===== src/rtl/uart_tx_zf_pkg.sv =====
package uart_tx_zf_pkg;
  localparam logic LINE_IDLE  = 1'b1;
  localparam logic LVL_START  = 1'b0;
  localparam logic LVL_STOP   = 1'b1;

  // total bits on the wire for one frame
  function automatic int frame_bits(input int data_w, input int stop_w);
    return 1 + data_w + stop_w;
  endfunction

  // width of a counter that counts 0 .. n-1
  function automatic int count_width(input int n);
    return (n > 1) ? $clog2(n) : 1;
  endfunction
endpackage


===== src/rtl/uart_tx_zf_baud.sv =====
module uart_tx_zf_baud
  import uart_tx_zf_pkg::*;
#(
  parameter int BIT_DIV = 868
) (
  input  logic clk,
  input  logic rst,
  input  logic restart,
  output logic tick
);
  localparam int CW = count_width(BIT_DIV);
  localparam logic [CW-1:0] LAST = CW'(BIT_DIV - 1);

  logic [CW-1:0] cnt;

  assign tick = (cnt == LAST);

  always_ff @(posedge clk) begin
    if (rst || restart) cnt <= '0;
    else if (tick)      cnt <= '0;
    else                cnt <= cnt + CW'(1);
  end
endmodule


===== src/rtl/uart_tx_zf_shift.sv =====
module uart_tx_zf_shift
  import uart_tx_zf_pkg::*;
#(
  parameter int DATA_W = 8,
  parameter int STOP_W = 2
) (
  input  logic              clk,
  input  logic              rst,
  input  logic              load,
  input  logic [DATA_W-1:0] load_data,
  input  logic              tick,
  output logic              line,
  output logic              run,
  output logic              drained,
  output logic              finish
);
  localparam int FW = frame_bits(DATA_W, STOP_W);

  function automatic logic [FW-1:0] pack_frame(input logic [DATA_W-1:0] d);
    return {{STOP_W{LVL_STOP}}, d, LVL_START};
  endfunction

  logic [FW-1:0] sr;
  logic [FW-1:0] fresh;

  assign fresh   = pack_frame(load_data);
  assign drained = (sr == '0);
  assign finish  = run && tick && drained;

  always_ff @(posedge clk) begin
    if (rst) begin
      sr   <= '0;
      line <= LINE_IDLE;
      run  <= 1'b0;
    end else if (load) begin
      // loading counts as the first shift: start bit goes straight to the line
      line <= fresh[0];
      sr   <= {1'b0, fresh[FW-1:1]};
      run  <= 1'b1;
    end else if (run && tick) begin
      if (drained) begin
        run  <= 1'b0;
        line <= LINE_IDLE;
      end else begin
        line <= sr[0];
        sr   <= {1'b0, sr[FW-1:1]};
      end
    end else if (!run) begin
      line <= LINE_IDLE;
    end
  end
endmodule


===== src/rtl/uart_tx_zf.sv =====
module uart_tx_zf
  import uart_tx_zf_pkg::*;
#(
  parameter int DATA_W  = 8,
  parameter int STOP_W  = 2,
  parameter int BIT_DIV = 868
) (
  input  logic              clk,
  input  logic              rst,
  input  logic [DATA_W-1:0] tx_byte,
  input  logic              tx_valid,
  output logic              tx_ready,
  output logic              txd,
  output logic              tx_busy,
  output logic              tx_done
);
  logic accept;
  logic bit_tick;
  logic sr_drained;
  logic frame_end;
  logic running;

  assign tx_ready = !running;
  assign accept   = tx_valid && !running;
  assign tx_busy  = running;
  assign tx_done  = frame_end;

  uart_tx_zf_baud #(.BIT_DIV(BIT_DIV)) u_baud (
    .clk     (clk),
    .rst     (rst),
    .restart (accept),
    .tick    (bit_tick)
  );

  uart_tx_zf_shift #(.DATA_W(DATA_W), .STOP_W(STOP_W)) u_shift (
    .clk       (clk),
    .rst       (rst),
    .load      (accept),
    .load_data (tx_byte),
    .tick      (bit_tick),
    .line      (txd),
    .run       (running),
    .drained   (sr_drained),
    .finish    (frame_end)
  );
endmodule


===== config.mk =====
export PLATFORM = sky130hd
export DESIGN_NAME = uart_tx_zf
export DESIGN_NICKNAME = d
export VERILOG_FILES = /design/src/rtl/uart_tx_zf_pkg.sv /design/src/rtl/uart_tx_zf_baud.sv /design/src/rtl/uart_tx_zf_shift.sv /design/src/rtl/uart_tx_zf.sv
export SDC_FILE = /design/constraint.sdc
export NUM_CORES = 1
export LEC_CHECK = 0
export ABC_CLOCK_PERIOD_IN_PS = 2250
export BUFFER_PORTS_ARGS = -buffer_cell sky130_fd_sc_hd__buf_4
export CAP_MARGIN = 40
export CORE_UTILIZATION = 35
export CTS_BUF_LIST = sky130_fd_sc_hd__clkbuf_8
export DETAILED_ROUTE_END_ITERATION = 7
export SLEW_MARGIN = 25
export SYNTH_ARGS = -nofsm -noshare
export SYNTH_HDL_FRONTEND = slang
export SYNTH_SLANG_ARGS = --single-unit

===== constraint.sdc =====
create_clock -name clk -period 2.25 [get_ports clk]
set_input_delay 0.45 -clock clk [delete_from_list [all_inputs] [get_ports clk]]
set_output_delay 0.45 -clock clk [all_outputs]
set_load 0.01 [all_outputs]

==> results.toml, run 1 <==
[worst_setup_path]
required_ns = 1.80
rrSetupSlack_ns = 0.46
start_kind = "register"
path_class = "reg2out"
crit_path_end_kind = "primary output"
worstPathArrival_ns = 1.71
critPathMaxFanout = 3

[layout]
antenna_cells = 0
drive_gt1_share_pct = 21.9
fill_cells = 264
areaGrowthSynthToFinish_pct = 23.6
final_nets = 141

[sta]
setup_viol = 0
worst_pin_slew_ns = 0.360
hold_violations = 0
slew_headroom_pct = 75.8
clock_skew_ns = 0.00158
drv_slew = 0
rsz0062_at_grt = "false"
tns_ns = 0
post-route-period-util_pct = 95.8
post-route-min-period_ns = 2.16
fmax_ghz = 0.464

[flow_run]
drv_cap = 0

[worst_hold_path]
min_path_type = "reg2reg"

[logic_synthesis]
synth_common_cells = "dfxtp_1 (22), nor2_1 (21), nand2_1 (15)"
syn_nets = 122
synth_warnings = 0
synth_area_um2 = 987
synth_flop_cell = "dfxtp_1"
synth_edf_count = 0
synth.most_common_cell = "dfxtp_1"
ys_types = 31
ys_async_sr_fraction_pct = 0
synth_top_area_share_pct = 44.6
yosysTopAreaCell = "dfxtp_1"
postSynthAreaPerCell_um2 = 8.97
synth-seq-cells = 22
synth.yosys.seq_area_share_pct = 44.6
synth_cells = 110
synth.area.top_cells = "dfxtp_1 (45%), nor2_1 (8.0%), nand2_1 (5.7%), xnor2_1 (4.4%), mux2i_1 (3.0%)"

[power]
power_density_nw_per_um2 = 717
vdd.ir_drop.worst_v = 0.000306
p_leak_nw = 0.476
power_mw = 0.875

[clock_network]
clk_latency_ns = 0.25
hold_buffers = 0
cts.sinks = 22
htree_levels = 1
cts_buffers = 3
cts_tree = "yes"
path_clk_slew_ns = 0.08
cts_buffer_depth = 2
clockRootBuffer = "clkbuf_8"

[grt]
grt_max_degree = 19
antenna_found_initial = 0
grt-ovfl-total = 0
grt_pass1_vias = 781
grt_pass1_wl_um = 3310
grt_use_total_pct = 15.3

[placement]
io_buffers = 14
place.gp.congestion = 0.765
place_hpwl_um = 1400

[floorplanning]
fp.dieArea_um2 = 3040
initial_utilization_pct = 38.5
die_height_um = 55.1
core_um2 = 2570
rows = 18
io_pins = 15
die_x_um = 55.1

[status]
status = "completed"

[drt]
route.detailed.drc = 0
first_pass_iters = 4
num_vias = 810
drt-wirelength-per-cell_um = 12.2
first_iter_violations = 15
routed_wl_um = 1930
viasPerCell = 5.13
ant_nets = 0
==> path summary, 6_finish.rpt <==
kind,from,endpoint,depth (start not counted)
worst min-delay path,u_baud.cnt[0],u_baud.cnt[0],1
worst min register to register,u_baud.cnt[0],u_baud.cnt[0],1
worst max register to register,u_shift.sr[6],u_shift.sr[3],6
worst max-delay path,u_shift.sr[6],tx_done,4
==> routing by layer <==
metal / GRT usage, % / up-vias / share of wire (%) / wire [µm]
met5: 0 / - / 0 / 0
met4: 8.75 / 0 / 1.9 / 36
met3: 3.55 / 6 / 4.1 / 79
met2: 24.1 / 14 / 46 / 893
met1: 19.1 / 372 / 48 / 916
li1: - / 418 / - / -
==> state kept, by name (all words and copies together) (netlist names) <==
register and flops:
u_shift.sr 10, u_shift.run 1, u_shift.line 1, u_baud.cnt 10
==> cell usage in the layout (no fill, tap or decap), types with 5 or more instances in the layout <==
| cell | synthesis | routed |
|---|---|---|
| nand2_1 | 15 | 15 |
| dfxtp_1 | 22 | 22 |
| buf_4 | 0 | 18 |
| nor2_1 | 21 | 21 |
| xnor2_1 | 5 | 5 |
==> where the power goes <==
part           switching (mW)  internal [mW]
registers              0.0172          0.409
clock network           0.122          0.237
logic                  0.0413         0.0479
==> worst max-delay path, cell delays in order (launching register included) <==
cell	delay, ns
dfxtp_1	0.33
or4_4	0.55
nor4_4	0.27
and2_4	0.20
buf_4	0.11
==> final cells by class <==
cell class	instances	area [µm²]	area share (%)
Clock buffer	3	41.3	3.38
Clock inverter	1	30.0	2.46
Inverter	2	7.51	0.615
Multi-Input combinational cell	82	528	43.3
Sequential cell	22	440	36.1
Tap cell	30	37.5	3.08
Timing Repair Buffer	18	135	11.1
==> logic make-up (layout without fill, tap and decap cells) <==
kind of cell    after synthesis  count (layout)  synth area share [%]
compound gates               15              15                  12.2
xor+xnor                      8               8                  7.10
fa+ha+maj                     1               1                  1.27
buf+inv                       6              24                  2.54
flops                        22              22                  44.6
mux                           3               3                  3.04
simple gates                 55              55                  29.3
==> timing repair <==
item / CTS / global route
setup endpoints to repair: 0 / 1
buffers inserted: 0 / 2
gates resized for setup: 0 / 2
==> per-stage QoR <==
stage                     instance area [µm²]  utilization, %  setup WS (ns)  std cells  hold slack [ns]
after floorplan                           987               -          0.481        110            0.418
after global placement                   1130            43.9          0.351        152            0.430
after detailed placement                 1130            43.9          0.336        152            0.439
after CTS                                1200            46.7         0.0460        156            0.449
after global routing                     1220            47.5        0.00676        158            0.450
final                                    1220            47.5         0.0948        158            0.449
No activity file was read; power rests on OpenSTA's default activity.
==> inputs of run 2 (changes only) <==
CTS_BUF_LIST = sky130_fd_sc_hd__clkbuf_4   (was sky130_fd_sc_hd__clkbuf_8)
==> results.toml, run 2 (same netlist as run 1, synthesis figures left out) <==
[flow_run]
drv_cap = 0

[sta]
fmax_ghz = 0.463
setup_viol = 0
drv_slew = 0
tns_ns = 0
clock_skew_ns = 0.0126
post-route-min-period_ns = 2.16
fin_hold_ws_ns = 0.397
post-route-period-util_pct = 96.1
hold_violations = 0
worst_pin_slew_ns = 0.359
slew_headroom_pct = 75.8
rsz0062_at_grt = "false"

[grt]
grt_pass1_wl_um = 3310
antenna_found_initial = 0
grt_max_degree = 19
grt_use_total_pct = 15.2
grt-ovfl-total = 0
grt_pass1_vias = 774

[layout]
reg_top3 = "u_baud.cnt (10), u_shift.sr (10)"
final_nets = 142
fill_cells = 270
drive_gt1_share_pct = 23.3
utilization_pct = 47.1
antenna_cells = 0
areaGrowthSynthToFinish_pct = 22.6
most-common-layout-cells = "nor2_1 (21), dfxtp_1 (21), buf_4 (19)"

[clock_network]
cts_buffers = 3
cts_buffer_depth = 2
hold_buffers = 0
htree_levels = 1
path_clk_slew_ns = 0.13
cts.sinks = 22
clk_latency_ns = 0.31
cts_tree = "yes"
clockRootBuffer = "clkbuf_4"

[worst_setup_path]
path_class = "reg2out"
rrSetupSlack_ns = 0.54
reg2reg_depth = 5
start_kind = "register"
r2r_end = "u_shift.sr[2]"
cp_slowest_cell = "or4_4"
path_cells = "or4_4 > nor4_4 > and2_4 > buf_4"
regToRegStartpoint = "u_shift.sr[0]"
critPathMaxFanout = 2
cpPeakStageDelay_ns = 0.54
worstPathArrival_ns = 1.71
required_ns = 1.80
crit_path_end_kind = "primary output"

[floorplanning]
die_height_um = 55.1
core_um2 = 2570
initial_utilization_pct = 38.5
rows = 18
io_pins = 15
die_x_um = 55.1
fp.dieArea_um2 = 3040

[drt]
num_vias = 810
viasPerCell = 5.09
ant_nets = 0
route.detailed.drc = 0
first_pass_iters = 4
routed_wl_um = 1970
first_iter_violations = 14
drt-wirelength-per-cell_um = 12.4

[placement]
place_hpwl_um = 1400
io_buffers = 14
place.gp.congestion = 0.765

[worst_hold_path]
hp-start = "rst"
min_path_type = "in2reg"
min_path_cells = 2
min_delay_worst_endpoint = "u_shift.sr[3]"

[power]
p_leak_nw = 0.474
vdd.ir_drop.worst_v = 0.000366
power_density_nw_per_um2 = 674
power_mw = 0.815

[status]
status = "completed"
==> run 2: power breakdown <==
group          switching (mW)  internal [mW]
clock                   0.120          0.180
sequential             0.0166          0.410
combinational          0.0415         0.0476
==> run 2: worst max-delay path: cells and delay by family, from the launching register on <==
family        cells  cell delay, ns
buf+inv           1            0.11
flops             1            0.34
simple gates      3            0.97
==> run 2: metal layers <==
metal  vias to the layer above  GRT usage (%)  part of all wire (%)
li1                        422              -                     -
met1                       376           19.2                    49
met2                         8           24.1                    46
met3                         4           2.73                   2.4
met4                         0           8.75                   1.7
met5                         -              0                     0
==> run 2: worst max-delay path by stage <==
stage | to | startpoint | cells past startpoint | slack (ns)
after floorplan | tx_done | u_shift.sr[0] | 3 | 0.48
after global placement | tx_done | u_shift.sr[0] | 4 | 0.35
after detailed placement | tx_done | u_shift.sr[0] | 4 | 0.34
after CTS | tx_done | u_shift.sr[6] | 4 | 0.003
after global routing | tx_done | u_shift.sr[1] | 4 | 0.003
final | tx_done | u_shift.sr[0] | 4 | 0.09
==> run 2: area by class of cell <==
type	count	area (µm²)	share of cell area, %
Clock buffer	3	22.5	1.86
Tap cell	30	37.5	3.10
Sequential cell	22	442	36.5
Timing Repair Buffer	19	143	11.8
Inverter	2	7.51	0.620
Multi-Input combinational cell	82	528	43.6
Clock inverter	1	30.0	2.48
==> run 2: what timing repair did <==
action | 4_1_cts | 5_1_grt
buffers inserted | 1 | 2
setup endpoints to repair | 1 | 1
pin swaps | 1 | 2
gates resized for setup | 0 | 3
==> run 2: stage by stage <==
| step | instance area [µm²] | instances | setup WS [ns] |
|---|---|---|---|
| 2_1_floorplan | 987 | 110 | 0.481 |
| 3_3_place_gp | 1130 | 152 | 0.351 |
| 3_5_place_dp | 1130 | 152 | 0.336 |
| 4_1_cts | 1190 | 157 | 0.00343 |
| 5_1_grt | 1210 | 159 | 0.00278 |
| 6_report | 1210 | 159 | 0.0884 |
==> inputs of run 3 (changes only) <==
SLEW_MARGIN = not set   (was 25)
SYNTH_HIERARCHICAL = 1   (was not set)
==> results.toml, run 3 <==
[worst_setup_path]
cp_slowest_cell = "or4_4"
path_class = "reg2out"
crit_family = "simple AND/OR/NAND/NOR gates"
required_ns = 1.80
crit_path_end_kind = "primary output"
path_cells = "or4_4 > nor4_4 > and3_1 > buf_4"
critPathMaxFanout = 3
worstPathArrival_ns = 1.73
cpPeakStageDelay_ns = 0.54
worst-path-buf-inv = 1
start_kind = "register"

[layout]
final_nets = 152
drive_gt1_share_pct = 26.1
fill_cells = 267
areaGrowthSynthToFinish_pct = 21.0
reg_top3 = "u_baud/cnt (10), u_shift/sr (10)"
utilization_pct = 44.8
most-common-layout-cells = "buf_4 (19), nor2_1 (19), dfxtp_1 (19)"
antenna_cells = 0
fin_area_um2 = 1250

[sta]
worst_pin_slew_ns = 0.605
slew_headroom_pct = 59.6
post-route-period-util_pct = 96.8
hold_violations = 0
fmax_ghz = 0.459
setup_viol = 0
rsz0062_at_grt = "true"
post-route-min-period_ns = 2.18
drv_slew = 0
clock_skew_ns = 0.0118

[floorplanning]
core_um2 = 2780
io_pins = 15
initial_utilization_pct = 37.1
rows = 19
die_x_um = 56.3
die_height_um = 56.3
fp.dieArea_um2 = 3170

[drt]
drt-wirelength-per-cell_um = 13.0
first_pass_iters = 4
route.detailed.drc = 0
num_vias = 939
routed_wl_um = 2200
first_iter_violations = 46
viasPerCell = 5.56
ant_nets = 0

[grt]
grt_pass1_vias = 830
grt-ovfl-total = 0
antenna_found_initial = 0
grt_max_degree = 16
grt_use_total_pct = 15.5
grt_pass1_wl_um = 3850

[logic_synthesis]
ys_async_sr_fraction_pct = 0
synth.yosys.seq_area_share_pct = 42.7
synth_area_um2 = 1030
yosysTopAreaCell = "dfxtp_1"
synth_edf_count = 0
synth.area.top_cells = "dfxtp_1 (43%), a311oi_1 (8.5%), nor2_1 (7.3%), nand3_1 (6.3%), nand2_1 (4.4%)"
postSynthAreaPerCell_um2 = 8.45
synth_warnings = 6
syn_nets = 134
synth.most_common_cell = "dfxtp_1"
synth_top_area_share_pct = 42.7
synth_cells = 122
synth_common_cells = "dfxtp_1 (22), nor2_1 (20), nand3_1 (13)"
synth-seq-cells = 22
ys_types = 31
synth_flop_cell = "dfxtp_1"

[clock_network]
cts_tree = "yes"
clk_latency_ns = 0.31
cts_buffers = 3
path_clk_slew_ns = 0.12
cts_buffer_depth = 2
cts.sinks = 22
clockRootBuffer = "clkbuf_4"
htree_levels = 1
cts_setup_buffers = 0

[worst_hold_path]
min_path_type = "in2reg"

[placement]
dpl_cell_area_um2 = 1190
place_hpwl_um = 1570
io_buffers = 14
place.gp.congestion = 0.800

[power]
power_density_nw_per_um2 = 571
p_leak_nw = 0.440
vdd.ir_drop.worst_v = 0.000365

[status]
status = "completed"

[flow_run]
drv_cap = 0
[run 3: worst reg2reg max path: stages (launching register included)]
cell and delay [ns]:
dfxtp_1 0.40, ha_2 0.23, nor2b_2 0.19, nand2_1 0.14, nor2_4 0.13, nand2_1 0.07, buf_4 0.18, o41a_1 0.31
[run 3: per-stage QoR]
stage,std cells,setup WS [ns],hold slack (ns),power (mW),setup TNS (ns)
2_1_floorplan,122,0.179,0.426,0.499,0
3_3_place_gp,166,0.289,0.447,0.537,0
3_5_place_dp,166,0.252,0.451,0.539,0
4_1_cts,169,0.0332,0.394,0.721,0
5_1_grt,169,-0.00598,0.393,0.759,-0.00598
6_report,169,0.0726,0.400,0.712,0
[run 3: area by class of cell]
cell class                      instances  area (µm²)  area share (%)
Multi-Input combinational cell         90         584            46.8
Timing Repair Buffer                   19         143            11.4
Tap cell                               31        38.8            3.11
Inverter                                4        15.0            1.20
Clock buffer                            3        22.5            1.81
Sequential cell                        22         444            35.6
[run 3: cell families after synthesis]
family                     count (synthesis)  synth area share [%]
and+or+nand+nor                           61                  30.6
AOI/OAI and AO/OA                         23                  17.6
DFF                                       22                  42.7
buffers and inverters                     10                  3.64
xor gates and xnor gates                   5                  4.25
adders and majority gates                  1                  1.21
[run 3: where the power goes]
group,switching [mW],leakage (nW),internal [mW]
combinational,0.0502,0.245,0.0524
sequential,0.0202,0.182,0.411
clock,0.115,0.0138,0.0625
total,0.185,0.440,0.526
[run 3: layer usage]
metal	GRT usage, %	part of all wire (%)	vias up
li1	-	-	478
met1	21.6	50	429
met2	23.5	43	30
met3	4.38	6.8	2
met4	4.18	0.77	0
met5	0	0	-
[run 3: final timing paths]
kind                                    start  cells past startpoint  slack [ns]       endpoint
worst max-delay path            u_shift/sr[0]                      4        0.07        tx_done
worst min-delay path               tx_byte[6]                      3        0.40  u_shift/sr[6]
worst max register to register  u_baud/cnt[0]                      7        0.50  u_shift/sr[8]
worst min register to register  u_baud/cnt[0]                      1        0.48  u_baud/cnt[0]
[run 3: what timing repair did]
action,4_1_cts,5_1_grt
setup endpoints to repair,1,1
hold buffers,0,0
pin swaps,0,2
gates resized for setup,2,8
